[src/rtl/mdfs_pkg.sv]
package mdfs_pkg;
  typedef enum logic [1:0] {
    PS_OFF   = 2'd0,
    PS_SLEEP = 2'd1,
    PS_WAKE  = 2'd2,
    PS_RUN   = 2'd3
  } pwr_state_t;
endpackage

[src/rtl/mdfs_sync.sv]
module mdfs_sync #(
  parameter int WIDTH = 1
) (
  input  logic             clk,
  input  logic             rst,
  input  logic [WIDTH-1:0] d,
  output logic [WIDTH-1:0] q
);
  logic [WIDTH-1:0] stage1;

  always_ff @(posedge clk) begin
    if (rst) begin
      stage1 <= '0;
      q      <= '0;
    end else begin
      stage1 <= d;
      q      <= stage1;
    end
  end
endmodule

[src/rtl/mdfs_oc_qual.sv]
module mdfs_oc_qual #(
  parameter int QUAL = 8
) (
  input  logic clk,
  input  logic rst,
  input  logic clr,
  input  logic hold,
  input  logic oc_s,
  output logic latched
);
  localparam int CW = $clog2(QUAL + 1);

  logic [CW-1:0] cnt;

  always_ff @(posedge clk) begin
    if (rst || clr) begin
      cnt     <= '0;
      latched <= 1'b0;
    end else if (hold || !oc_s) begin
      cnt <= '0;
    end else if (!latched) begin
      if (cnt == CW'(QUAL)) latched <= 1'b1;
      else                  cnt     <= cnt + 1'b1;
    end
  end

  AST_OC_STICKY: assert property (@(posedge clk) disable iff (rst)
    (latched && !clr) |=> latched);

  AST_OC_QUALIFIED: assert property (@(posedge clk) disable iff (rst)
    $rose(latched) |-> ($past(oc_s) && !$past(hold)));

  AST_OC_CLEARED: assert property (@(posedge clk) disable iff (rst)
    clr |=> !latched);
endmodule

[src/rtl/mdfs_wake_timer.sv]
module mdfs_wake_timer #(
  parameter int CYCLES = 50000
) (
  input  logic clk,
  input  logic rst,
  input  logic en,
  output logic done
);
  localparam int CW = $clog2(CYCLES + 1);

  logic [CW-1:0] cnt;

  always_ff @(posedge clk) begin
    if (rst || !en) cnt <= '0;
    else if (!done) cnt <= cnt + 1'b1;
  end

  assign done = en && (cnt == CW'(CYCLES - 1));

  AST_WAKE_NO_WRAP: assert property (@(posedge clk) disable iff (rst)
    en |-> (cnt < CW'(CYCLES)));
endmodule

[src/rtl/mdfs_fault_supervisor.sv]
module mdfs_fault_supervisor
  import mdfs_pkg::*;
#(
  parameter int NUM_BRIDGES    = 2,
  parameter int OC_QUAL_CYCLES = 150,
  parameter int WAKE_CYCLES    = 50000
) (
  input  logic                   clk,
  input  logic                   rst,
  input  logic                   rst_n_pin,
  input  logic                   sleep_n_pin,
  input  logic [NUM_BRIDGES-1:0] oc_flag,
  input  logic                   ot_flag,
  input  logic                   uv_flag,
  output logic [NUM_BRIDGES-1:0] bridge_en,
  output logic                   logic_rst,
  output logic                   run_en,
  output logic                   fault_oe
);
  localparam int SW = NUM_BRIDGES + 4;

  logic [SW-1:0] raw_in, synced;
  logic rstn_s, sleepn_s, ot_s, uv_s;
  logic [NUM_BRIDGES-1:0] oc_s, oc_latch, bridge_en_d;
  logic in_reset, active, run_ok, wake_done;
  pwr_state_t state;

  assign raw_in = {rst_n_pin, sleep_n_pin, ot_flag, uv_flag, oc_flag};

  mdfs_sync #(.WIDTH(SW)) u_sync (
    .clk (clk),
    .rst (rst),
    .d   (raw_in),
    .q   (synced)
  );

  assign rstn_s   = synced[SW-1];
  assign sleepn_s = synced[SW-2];
  assign ot_s     = synced[SW-3];
  assign uv_s     = synced[SW-4];
  assign oc_s     = synced[NUM_BRIDGES-1:0];

  assign in_reset = uv_s || !rstn_s;
  assign active   = ((state == PS_WAKE) || (state == PS_RUN)) && sleepn_s && !in_reset;
  assign run_ok   = (state == PS_RUN) && sleepn_s && !in_reset && !ot_s;

  mdfs_wake_timer #(.CYCLES(WAKE_CYCLES)) u_wake (
    .clk  (clk),
    .rst  (rst),
    .en   (state == PS_WAKE),
    .done (wake_done)
  );

  // Power state: undervoltage/reset > sleep > wake-up > run
  always_ff @(posedge clk) begin
    if (rst || in_reset) begin
      state <= PS_OFF;
    end else if (!sleepn_s) begin
      state <= PS_SLEEP;
    end else begin
      case (state)
        PS_OFF:   state <= PS_RUN;
        PS_SLEEP: state <= PS_WAKE;
        PS_WAKE:  if (wake_done) state <= PS_RUN;
        default:  state <= state;
      endcase
    end
  end

  for (genvar i = 0; i < NUM_BRIDGES; i++) begin : g_bridge
    mdfs_oc_qual #(.QUAL(OC_QUAL_CYCLES)) u_qual (
      .clk     (clk),
      .rst     (rst),
      .clr     (in_reset),
      .hold    (!active),
      .oc_s    (oc_s[i]),
      .latched (oc_latch[i])
    );

    assign bridge_en_d[i] = run_ok && !oc_latch[i];

    AST_OC_BRIDGE_OFF: assert property (@(posedge clk) disable iff (rst)
      oc_latch[i] |=> !bridge_en[i]);
  end

  always_ff @(posedge clk) begin
    if (rst) begin
      bridge_en <= '0;
      logic_rst <= 1'b1;
      run_en    <= 1'b0;
      fault_oe  <= 1'b0;
    end else begin
      bridge_en <= bridge_en_d;
      logic_rst <= in_reset;
      run_en    <= !uv_s && sleepn_s;
      fault_oe  <= !in_reset && ((|oc_latch) || (sleepn_s && ot_s));
    end
  end

  AST_RESET_HOLDS: assert property (@(posedge clk) disable iff (rst)
    in_reset |=> (bridge_en == '0 && logic_rst && !fault_oe));

  AST_SLEEP_STOPS: assert property (@(posedge clk) disable iff (rst)
    !sleepn_s |=> (!run_en && bridge_en == '0));

  AST_OT_FAULT: assert property (@(posedge clk) disable iff (rst)
    (ot_s && sleepn_s && !in_reset) |=> (fault_oe && bridge_en == '0));

  AST_UV_DOWN: assert property (@(posedge clk) disable iff (rst)
    uv_s |=> (!run_en && !fault_oe));

  AST_WAKE_BLOCKS: assert property (@(posedge clk) disable iff (rst)
    (state == PS_WAKE) |-> (bridge_en == '0));
endmodule

[config.mk]
export PLATFORM = sky130hd
export DESIGN_NAME = mdfs_fault_supervisor
export DESIGN_NICKNAME = d
export VERILOG_FILES = /design/src/rtl/mdfs_pkg.sv /design/src/rtl/mdfs_sync.sv /design/src/rtl/mdfs_oc_qual.sv /design/src/rtl/mdfs_wake_timer.sv /design/src/rtl/mdfs_fault_supervisor.sv
export SDC_FILE = /design/constraint.sdc
export NUM_CORES = 1
export LEC_CHECK = 0
export BUFFER_PORTS_ARGS = -buffer_cell sky130_fd_sc_hd__buf_4
export CORE_ASPECT_RATIO = 0.9
export CORE_MARGIN = 2
export CORE_UTILIZATION = 45
export DETAILED_ROUTE_END_ITERATION = 8
export PLACE_DENSITY = 0.7
export SLEW_MARGIN = 20
export SYNTH_ARGS = -nofsm -noshare
export SYNTH_HDL_FRONTEND = slang
export SYNTH_SLANG_ARGS = --single-unit
[constraint.sdc]
create_clock -name clk -period 4.4 [get_ports clk]
set_clock_uncertainty 0.15 [all_clocks]
set_input_delay 0 -clock clk [delete_from_list [all_inputs] [get_ports clk]]
set_output_delay 0 -clock clk [all_outputs]
set_load 0.02 [all_outputs]
# After elaboration in Yosys (flattened, before gate mapping)
# Index checks and enable logic that the tools add are counted.
[totals] ramBits=0 register_bits=53 word_cells=75 memories=0 input_bits=8 romBits=0 latch_bits=0 out_inout_bits=5
[classes] eq_ne=9 magnitude_cmp=0 mux=7 div=0 reduce_logical=38 bitwise_logic=5 add_sub_neg=3 mul=0 n_shift=0
[op_table] cell="16-bit by 1-bit adder with 16-bit output, second input constant" count=1
[op_table] cell="8-bit by 1-bit adder with 8-bit output, second input constant" count=2
[op_table] cell="16-bit equality test, second input constant" count=1
[op_table] cell="8-bit equality test, second input constant" count=2
[op_table] cell="1-bit logical AND" count=11
[op_table] cell="1-bit logical NOT" count=10
[op_table] cell="2-bit AND reduction" count=4
[op_table] cell="2-bit OR reduction" count=4
[op_table] cell="1-bit logical OR" count=7
[op_table] cell="2-bit one-hot mux with 3 select lines" count=1
[op_table] cell="1-bit two-way mux" count=5
[op_table] cell="1-bit NOT" count=5
[op_table] cell="2-bit equality test, second input constant" count=2
[op_table] cell="4-bit by 3-bit inequality test with 1-bit output, second input constant" count=1
[op_table] cell="3-bit inequality test, second input constant" count=1
[op_table] cell="3-bit nonzero test" count=1
[op_table] cell="2-bit by 1-bit equality test with 1-bit output, second input constant" count=1
[op_table] cell="2-bit logical NOT" count=1
[op_table] cell="2-bit two-way mux" count=1
[op_table] cell="2-bit inequality test, second input constant" count=1

# Depth between registers and ports, before layout
# Gate-level depths: netlist (run 1).
[depth] depth_word=7 mapped_depth=6

# Cells and area by module
# From an unflattened synthesis (run 1), not the netlist that was laid out.
[unflattened] cells_unflattened=228 area_unflattened_um2=2314.7
[by_module_without_submodules] module="mdfs_oc_qual" cells_per_inst=49 seq_area_each_um2=180.2 n_inst=2 area_per_inst_um2=470.5
[by_module_without_submodules] module="mdfs_wake_timer" cells_per_inst=83 seq_area_each_um2=320.3 n_inst=1 area_per_inst_um2=762.0
[by_module_without_submodules] module="mdfs_sync" cells_per_inst=25 seq_area_each_um2=240.2 n_inst=1 area_per_inst_um2=366.6
[by_module_without_submodules] module="mdfs_fault_supervisor" cells_per_inst=22 seq_area_each_um2=140.1 n_inst=1 area_per_inst_um2=245.2

# Worst setup path before layout (run 1)
# No wires, ideal clock.
[synth_path] path_kind="flip-flop to flip-flop" startpoint="reg u_wake.cnt[7]" endpoint="reg u_wake.cnt[13]" path_slack_ns=2.813 path_buffers=0 path_stages_with_launch=5 t_arrival_ns=1.313 cell_sequence="dfxtp_1 nand4_2 nor3_2 and3_1 mux2_1"
[synth_via] elab_chain_len=2 elab_cells_between_ends=3
[synth_rtl] item="from (decl)" line="mdfs_wake_timer.sv:11" text="logic [CW-1:0] cnt;"
[synth_rtl] item="from (signal assigned)" line="mdfs_wake_timer.sv:15" text="else if (!done) cnt <= cnt + 1'b1;"
[synth_rtl] item="branches (longest 2 deep; another with 16-bit by 1-bit adder with 16-bit output)"
# Several ways; the timed one is not identified.
# A chain may end at the register's enable or synchronous reset.

# Final worst setup path (run 1)
[layout_path] startpoint="reg u_wake.cnt[0]" endpoint="reg state[0]"
[layout_via] elab_chain_len=4
[layout_rtl] item="16-bit equality test" line="mdfs_wake_timer.sv:18" text="assign done = en && (cnt == CW'(CYCLES - 1));"
[layout_rtl] item="1-bit logical AND" line="mdfs_wake_timer.sv:18"
[layout_rtl] item="3-bit inequality test (no source line)"
[layout_rtl] item="2-bit AND reduction (no source line)"
[layout_rtl] item="to (signal assigned)" line="mdfs_fault_supervisor.sv:65" text="default: state <= state;"
[layout_rtl] item="to (decl)" line="mdfs_fault_supervisor.sv:26" text="pwr_state_t state;"
# No other way between the ends.

==> impl_metrics.csv, run 1 <==
group,metric,value,unit
placement,place.gp.congestion,0.8211,
sta,worstMarginPinSlew,0.5844,ns
floorplanning,initial_core_util,0.4620,
route,ant_nets,0,
layout,utilization,0.5432,
min_path,hold_depth,1,
critical_path,r2r_end,"state[0]$_SDFFE_PP0P_",
critical_path,cp_data_required_time,4.48,ns
min_path,min-delay-path-class,"reg -> reg",
floorplanning,dieArea,5511,sq um
global_route,grt_first_pass_wirelength,6.465,mm
sta,fin_crit_sh,0.3940,
global_route,grt_usage,0.1489,
critical_path,crit_path_start_kind,"flip-flop",
layout,nNetsFinal,263,
synth,ys_ff_latch,53,
outcome,status,"completed",
synth,synth_common_cells,"dfxtp_1 (53), nor2_1 (37), xnor2_1 (15), nor2b_1 (14), nand3_1 (12)",
synth,syn_area,2220,sq um
critical_path,reg2reg_depth,5,
cts,cts_root_buf,"clkbuf_8",
cts,numCtsBuffers,5,
critical_path,cpMaxStageDelayCell,"dfxtp_1",
cts,clk_latency,0.30,ns
sta,hold_viol,0,
synth,syn_avg_cell_area,9.953,sq um
synth,synth_warnings,0,
cts,path_clk_slew,0.10,ns
layout,area.growth.synth_to_final,17.59,%
synth,ys.flop_type,"dfxtp_1",
route,drtIter0Drc,88,
layout,drive_above_1_share,0.1394,
pwr,p_leak,0.9908,nW
route,vias,1539,
pwr,p_per_area,320.5,nW/um^2
synth,seq_area_frac_synth,0.4780,
global_route,first_global_vias,1443,
synth,ys_types,45,
route,first_pass_iters,4,
route,routed_via_density,4.870,
sta,worst_slack,2.667,ns
sta,setup_viol,0,
floorplanning,rows,24,
cts,cts_resized,0,
sta,setup_tns,0,ns
floorplanning,coreArea,4805,sq um
critical_path,worstPathMaxFanout,6,
synth,ys_async_sr_fraction,0,
placement,dp_hpwl,2.400,mm
synth,yosys.area.top_type,"dfxtp_1",
sta,drv_slew,0,
route,routedWlPerCell,11.76,um
critical_path,r2r_slack,2.67,ns
floorplanning,fp.dieW,78.03,um
critical_path,crit_buf_inv,0,
global_route,antenna_found_initial,0,
cts,h-tree-depth,2,
synth,mappedNetlistNets,236,
cts,postCtsSetupRepairBufs,0,
min_path,min_to,"u_sync.q[3]$_SDFF_PP0_",
synth,syn-instance-count,223,
critical_path,path_cells,"ha_1, and3_1, nand4_4, and4b_1, a311oi_2",
critical_path,worstReg2RegStart,"u_wake.cnt[0]$_SDFFE_PP0N_",
critical_path,slowest_delay,0.40,ns
placement,io_buffers,12,
cts,cts_tree,"yes",
floorplanning,io_pins,13,
synth,synth_edf_count,0,
sta,period_needed,1.733,ns
sta,slew_headroom,0.6104,
cts,cts_buffer_depth,2,
critical_path,path_class,"reg -> reg",
floorplanning,die_h,70.63,um
synth,synth_most_common_cell,"dfxtp_1",
critical_path,crit_path_end_kind,"flip-flop",
pwr,ir_drop,0.2174,mV
synth,synth_top_area_frac,0.4780,
min_path,worstHoldStart,"u_sync.stage1[3]$_SDFF_PP0_",
critical_path,cp_top_family,"simple AND/OR/NAND/NOR gates",
job,maxCapViolations,0,
route,drc,0,
sta,rsz0062_at_grt,"no",
placement,place_ws,2.690,ns
cts,cts_sinks,53,
sta,clock.fmax,0.5769,GHz
synth,ys_top_cells_by_area,"dfxtp_1 (48%), nor2_1 (6.3%), xnor2_1 (5.9%)",
critical_path,critPathArrivalTime,1.81,ns
global_route,grt_overflow_total,0,
global_route,grt_max_degree,19,
route,routed_wl,3.716,mm
layout,num_antenna_cells,0,
## layout by cell type (no fill, tap or decap), types with 3 or more instances in the layout
cell type,count
nand2_1,3
nor2b_1,14
clkbuf_8,5
buf_4,12
xor2_1,8
ha_1,5
xnor2_1,15
nor3_1,5
nand3_1,12
and3_1,6
a21oi_1,6
inv_1,9
a211oi_1,5
nor2_1,37
dlygate4sd3_1,13
dfxtp_1,53
and4b_1,4
## timing repair
item	in CTS	in global routing
hold buffers	13	0
setup endpoints to repair	0	0
hold endpoints to repair	14	0
## power breakdown
part / leakage, nW / switching [mW] / internal (mW)
registers: 0.430 / 0.00256 / 0.485
clock network: 0.0554 / 0.156 / 0.171
logic: 0.506 / 0.00699 / 0.0156
## through the flow
step,cells,hold slack [ns],power (mW),area (sq um)
final,316,0.2919,0.8366,2610
after global routing,316,0.3092,0.8705,2610
after CTS,316,0.2945,0.8492,2610
after detailed placement,295,0.06866,0.5124,2369
after global placement,295,0.05948,0.5118,2369
after floorplan,223,-0.07839,0.5054,2220
## registers in the layout (all words and copies together), names as in the netlist
signal                   cells
g_bridge.u_qual.cnt         16
u_wake.cnt                  16
u_sync.q                     6
u_sync.stage1                6
bridge_en                    2
g_bridge.u_qual.latched      2
state                        2
fault_oe                     1
logic_rst                    1
run_en                       1
## worst max-delay path by stage
stage | startpoint | to | slack, ns | cells after the start
5_1_grt | u_wake.cnt[0]$_SDFFE_PP0N_ | u_wake.cnt[12]$_SDFFE_PP0N_ | 2.55 | 5
3_3_place_gp | u_wake.cnt[0]$_SDFFE_PP0N_ | state[0]$_SDFFE_PP0P_ | 2.71 | 5
3_5_place_dp | g_bridge[0].u_qual.cnt[0]$_SDFFE_PP0P_ | g_bridge[0].u_qual.cnt[1]$_SDFFE_PP0P_ | 2.69 | 6
6_report | u_wake.cnt[0]$_SDFFE_PP0N_ | state[0]$_SDFFE_PP0P_ | 2.67 | 5
2_1_floorplan | u_wake.cnt[7]$_SDFFE_PP0N_ | u_wake.cnt[13]$_SDFFE_PP0N_ | 2.81 | 4
4_1_cts | g_bridge[0].u_qual.cnt[0]$_SDFFE_PP0P_ | g_bridge[0].u_qual.cnt[1]$_SDFFE_PP0P_ | 2.67 | 6
## per-layer routing
layer	up-vias	global-route usage	wire length, um	part of all wire
met5	-	0	0	0
met4	0	0.06433	51	0.014
met3	4	0.04082	141	0.038
met2	25	0.2404	1686	0.45
met1	694	0.1887	1837	0.49
li1	816	-	-	-
## final cells by class
class | count | area (sq um)
Fill cell | 450 | 2195
Multi-Input combinational cell | 156 | 1102
Sequential cell | 53 | 1061
Timing Repair Buffer | 25 | 220.2
Tap cell | 65 | 81.33
Clock buffer | 6 | 72.57
Clock inverter | 2 | 38.79
Inverter | 9 | 33.78
## cell families after synthesis
| group | synth area share |
|---|---|
| AND/OR/NAND/NOR | 0.3016 |
| flip-flops | 0.4780 |
| XOR/XNOR | 0.09076 |
| AO/OA/AOI/OAI | 0.06144 |
| buffers and inverters | 0.02536 |
| adder cells (fa/ha/maj) | 0.02818 |
| multiplexers | 0.01466 |
No activity file was read; power rests on OpenSTA's default activity.
==> run 2, diff against run 1 <==
Clock period 4.4 ns to 1.6 ns, I/O delays scaled along.
==> run 2 against run 1 <==
- routed wire length rose by 15%
- flip-flop and latch count did not move
- die area did not move
- fmax rose by 13%
- highest routed layer unchanged
==> impl_metrics.csv, run 2 (same netlist as run 1, synthesis figures left out) <==
group,metric,value,unit
layout,nNetsFinal,282,
route,routed_wl,4.276,mm
sta,setup_viol,0,
min_path,min_to,"logic_rst$_SDFF_PP1_",
cts,numCtsBuffers,5,
sta,slew_headroom,0.7515,
critical_path,worstPathMaxFanout,6,
route,first_pass_iters,4,
job,maxCapViolations,0,
layout,layout_commonest_cell,"dfxtp_1",
layout,num_antenna_cells,0,
cts,path_clk_slew,0.09,ns
critical_path,r2r_slack,0.06,ns
global_route,grt_overflow_total,0,
cts,cts_tree,"yes",
layout,area.growth.synth_to_final,28.97,%
sta,drv_slew,0,
critical_path,crit_path_start_kind,"flip-flop",
critical_path,path_class,"reg -> reg",
global_route,grt_usage,0.1635,
global_route,antenna_found_initial,0,
sta,hold_viol,0,
placement,dp_hpwl,2.675,mm
route,ant_nets,0,
cts,cts_sinks,53,
route,drc,0,
cts,cts_root_buf,"clkbuf_8",
layout,reg_top3,"g_bridge.u_qual.cnt (16), u_wake.cnt (16)",
floorplanning,dieArea,5511,sq um
cts,cts_buffer_depth,2,
placement,place_area,2524,sq um
placement,place.gp.congestion,0.8008,
sta,setup_tns,0,ns
floorplanning,io_pins,13,
pwr,p_leak,1.102,nW
min_path,min-delay-path-class,"in -> reg",
route,vias,1642,
critical_path,crit_path_end_kind,"flip-flop",
critical_path,critPathArrivalTime,1.63,ns
floorplanning,initial_core_util,0.4620,
min_path,hold_depth,3,
layout,stdcell_area,2863,sq um
sta,period_needed,1.537,ns
floorplanning,fp.dieW,78.03,um
cts,clk_latency,0.31,ns
sta,clock.fmax,0.6507,GHz
critical_path,r2r_end,"g_bridge[1].u_qual.cnt[3]$_SDFFE_PP0P_",
global_route,first_global_vias,1583,
layout,layout_common_cells,"dfxtp_1 (44), nor2_1 (37), buf_4 (30), xnor2_1 (15), nor2b_1 (14)",
route,drtIter0Drc,129,
min_path,worstHoldStart,"rst",
global_route,grt_first_pass_wirelength,7.107,mm
critical_path,worstReg2RegStart,"g_bridge[1].u_qual.cnt[0]$_SDFFE_PP0P_",
critical_path,reg2reg_depth,5,
sta,rsz0062_at_grt,"no",
route,routedWlPerCell,12.76,um
sta,worst_slack,0.06323,ns
pwr,p_per_area,812.3,nW/um^2
placement,io_buffers,12,
sta,worstMarginPinSlew,0.3723,ns
placement,place_ws,-0.01363,ns
floorplanning,coreArea,4805,sq um
floorplanning,die_h,70.63,um
cts,postCtsSetupRepairBufs,0,
outcome,status,"completed",
cts,h-tree-depth,2,
critical_path,cp_data_required_time,1.69,ns
route,routed_via_density,4.901,
floorplanning,rows,24,
global_route,grt_max_degree,19,
layout,drive_above_1_share,0.2815,
pwr,ir_drop,0.5816,mV
sta,fin_crit_sh,0.9605,
pwr,power,2.325,mW
## run 2: worst max-delay path: stages (launching register included)
cell and delay, ns:
dfxtp_4 0.39, inv_1 0.05, ha_1 0.22, a31oi_2 0.16, or3b_1 0.36, a21oi_1 0.14
## run 2: layout make-up
| cell class | instances | area (sq um) |
|---|---|---|
| Timing Repair Buffer | 44 | 375.4 |
| Sequential cell | 53 | 1080 |
| Multi-Input combinational cell | 156 | 1177 |
| Tap cell | 65 | 81.33 |
| Clock inverter | 3 | 46.29 |
| Inverter | 9 | 33.78 |
| Clock buffer | 5 | 68.82 |
| Fill cell | 428 | 1942 |
## run 2: worst max path at each step
stage	to	slack [ns]	depth (start not counted)	from
after floorplan	u_wake.cnt[13]$_SDFFE_PP0N_	0.01	4	u_wake.cnt[7]$_SDFFE_PP0N_
after global placement	state[0]$_SDFFE_PP0P_	0.04	5	u_wake.cnt[0]$_SDFFE_PP0N_
after detailed placement	g_bridge[0].u_qual.cnt[1]$_SDFFE_PP0P_	-0.01	6	g_bridge[0].u_qual.cnt[0]$_SDFFE_PP0P_
after CTS	state[0]$_SDFFE_PP0P_	0.01	5	u_wake.cnt[0]$_SDFFE_PP0N_
after global routing	u_wake.cnt[13]$_SDFFE_PP0N_	0.005	4	u_wake.cnt[7]$_SDFFE_PP0N_
final	g_bridge[1].u_qual.cnt[3]$_SDFFE_PP0P_	0.06	5	g_bridge[1].u_qual.cnt[0]$_SDFFE_PP0P_
## run 2: where the power goes
| group | switching (mW) | internal [mW] |
|---|---|---|
| combinational | 0.0210 | 0.0447 |
| clock | 0.454 | 0.469 |
| sequential | 0.00760 | 1.33 |
## run 2: timing repair
action,4_1_cts,5_1_grt
setup endpoints to repair,3,16
endpoints found under the hold margin,14,0
hold buffers,13,0
resized for setup,4,22
pin swaps,0,3
## run 2: per-stage QoR
step	hold WS, ns	std cells	utilization
floorplan	-0.07839	223	-
global placement	0.06044	314	0.5253
detailed placement	0.06410	314	0.5253
CTS	0.05597	335	0.5789
global route	0.06187	335	0.5958
finish	0.03539	335	0.5958
## run 2: layer usage
layer	track usage	wire length, um
met5	0	0
met4	0.06433	51
met3	0.03827	113
met2	0.2682	2113
met1	0.2098	1998
==> run 3, diff against run 2 <==
Settings changed: CTS_BUF_LIST set to sky130_fd_sc_hd__clkbuf_4.
==> run 3 against run 2 <==
- core utilization is 1.0 points lower
- total power shrank 7.0%
- fmax is 1.4% lower
- highest routed layer unchanged
==> impl_metrics.csv, run 3 (same netlist as run 1, synthesis figures left out) <==
group,metric,value,unit
outcome,status,"completed",
floorplanning,die_h,70.63,um
layout,stdcell_area,2813,sq um
cts,cts_buffer_depth,2,
min_path,min-delay-path-class,"in -> reg",
cts,cts_sinks,53,
critical_path,crit_path_end_kind,"flip-flop",
route,first_pass_iters,4,
sta,slew_headroom,0.7965,
sta,period_needed,1.559,ns
critical_path,critPathArrivalTime,1.69,ns
pwr,p_per_area,768.8,nW/um^2
layout,layout_commonest_cell,"dfxtp_1",
global_route,grt_overflow_total,0,
global_route,grt_first_pass_wirelength,6.851,mm
critical_path,path_class,"reg -> reg",
cts,cts_tree,"yes",
job,maxCapViolations,0,
route,drc,0,
placement,place.gp.congestion,0.8008,
layout,n_fill_cell,429,
floorplanning,rows,24,
global_route,first_global_vias,1544,
floorplanning,fp.dieW,78.03,um
floorplanning,initial_core_util,0.4620,
layout,multi_input_area,1152,sq um
route,routedWlPerCell,12.25,um
layout,utilization,0.5854,
sta,setup_tns,0,ns
critical_path,worstPathMaxFanout,8,
route,routed_via_density,4.893,
sta,drv_slew,0,
sta,worst_slack,0.04132,ns
sta,fin_crit_sh,0.9742,
cts,path_clk_slew,0.16,ns
route,drtIter0Drc,73,
critical_path,crit_path_start_kind,"flip-flop",
layout,nNetsFinal,283,
floorplanning,dieArea,5511,sq um
sta,setup_viol,0,
pwr,p_leak,1.090,nW
layout,area.growth.synth_to_final,26.72,%
global_route,antenna_found_initial,0,
placement,place_ws,-0.01363,ns
sta,worstMarginPinSlew,0.3048,ns
sta,rsz0062_at_grt,"yes",
placement,io_buffers,12,
pwr,ir_drop,0.7233,mV
floorplanning,coreArea,4805,sq um
layout,num_antenna_cells,0,
layout,drive_above_1_share,0.2731,
placement,place_area,2524,sq um
route,ant_nets,0,
layout,layout_common_cells,"dfxtp_1 (43), nor2_1 (37), buf_4 (31), xnor2_1 (15), nor2b_1 (14)",
cts,cts_root_buf,"clkbuf_4",
placement,dp_hpwl,2.675,mm
sta,hold_viol,0,
global_route,grt_max_degree,19,
pwr,power,2.162,mW
cts,h-tree-depth,2,
global_route,grt_usage,0.1553,
sta,clock.fmax,0.6416,GHz
cts,numCtsBuffers,5,
floorplanning,io_pins,13,
layout,seq_area,1079,sq um
route,vias,1644,
critical_path,cp_data_required_time,1.73,ns
cts,clk_latency,0.36,ns
route,routed_wl,4.115,mm
layout,reg_top3,"g_bridge.u_qual.cnt (16), u_wake.cnt (16)",
-- run 3: changes by cell type in the layout (fill, tap and decap cells not counted), sizes merged --
cell / before / now
buf: 31 / 32
-- run 3: final cells by class --
type | instances | share of cell area
clock buffer | 5 | 0.01335
clock inverter | 3 | 0.01646
inverter | 9 | 0.01201
multi-input combinational | 156 | 0.4097
sequential | 53 | 0.3835
tap | 65 | 0.02891
timing repair buffer | 45 | 0.1361
-- run 3: what timing repair did --
action,in CTS,in global routing
resized for setup,5,17
hold buffers,13,0
pin swaps,0,2
hold endpoints to repair,14,0
setup buffers,0,1
setup endpoints to repair,3,16
-- run 3: worst max-delay path, cell delays in order (launching register included) --
cell and delay, ns:
dfxtp_1 0.36, or3b_1 0.47, nor2_8 0.16, nand2_2 0.14, a211oi_1 0.20
-- run 3: routing by layer --
metal,GRT usage,vias to the layer above,share of wire
li1,-,852,-
met1,0.2032,773,0.49
met2,0.2529,17,0.48
met3,0.04209,2,0.022
met4,0.04678,0,0.0061
met5,0,-,0
-- run 3: metrics by stage --
stage	hold slack, ns	cells
finish	0.2898	336
detailed placement	0.06410	314
floorplan	-0.07839	223
CTS	0.2706	335
global placement	0.06044	314
global route	0.2864	336
-- run 3: worst paths after layout --
check	start	endpoint	slack (ns)	depth (start not counted)
worst min-delay path	rst	u_sync.q[3]$_SDFF_PP0_	0.29	3
worst max register to register	u_sync.q[2]$_SDFF_PP0_	g_bridge[0].u_qual.cnt[1]$_SDFFE_PP0P_	0.04	4
worst min register to register	u_sync.stage1[4]$_SDFF_PP0_	u_sync.q[4]$_SDFF_PP0_	0.31	1
worst max-delay path	u_sync.q[2]$_SDFF_PP0_	g_bridge[0].u_qual.cnt[1]$_SDFFE_PP0P_	0.04	4
-- run 3: power breakdown --
group	leakage [nW]	internal (mW)	total, mW	switching [mW]
sequential	0.435	1.33	1.34	0.00725
combinational	0.614	0.0440	0.0629	0.0188
clock	0.0414	0.332	0.759	0.427
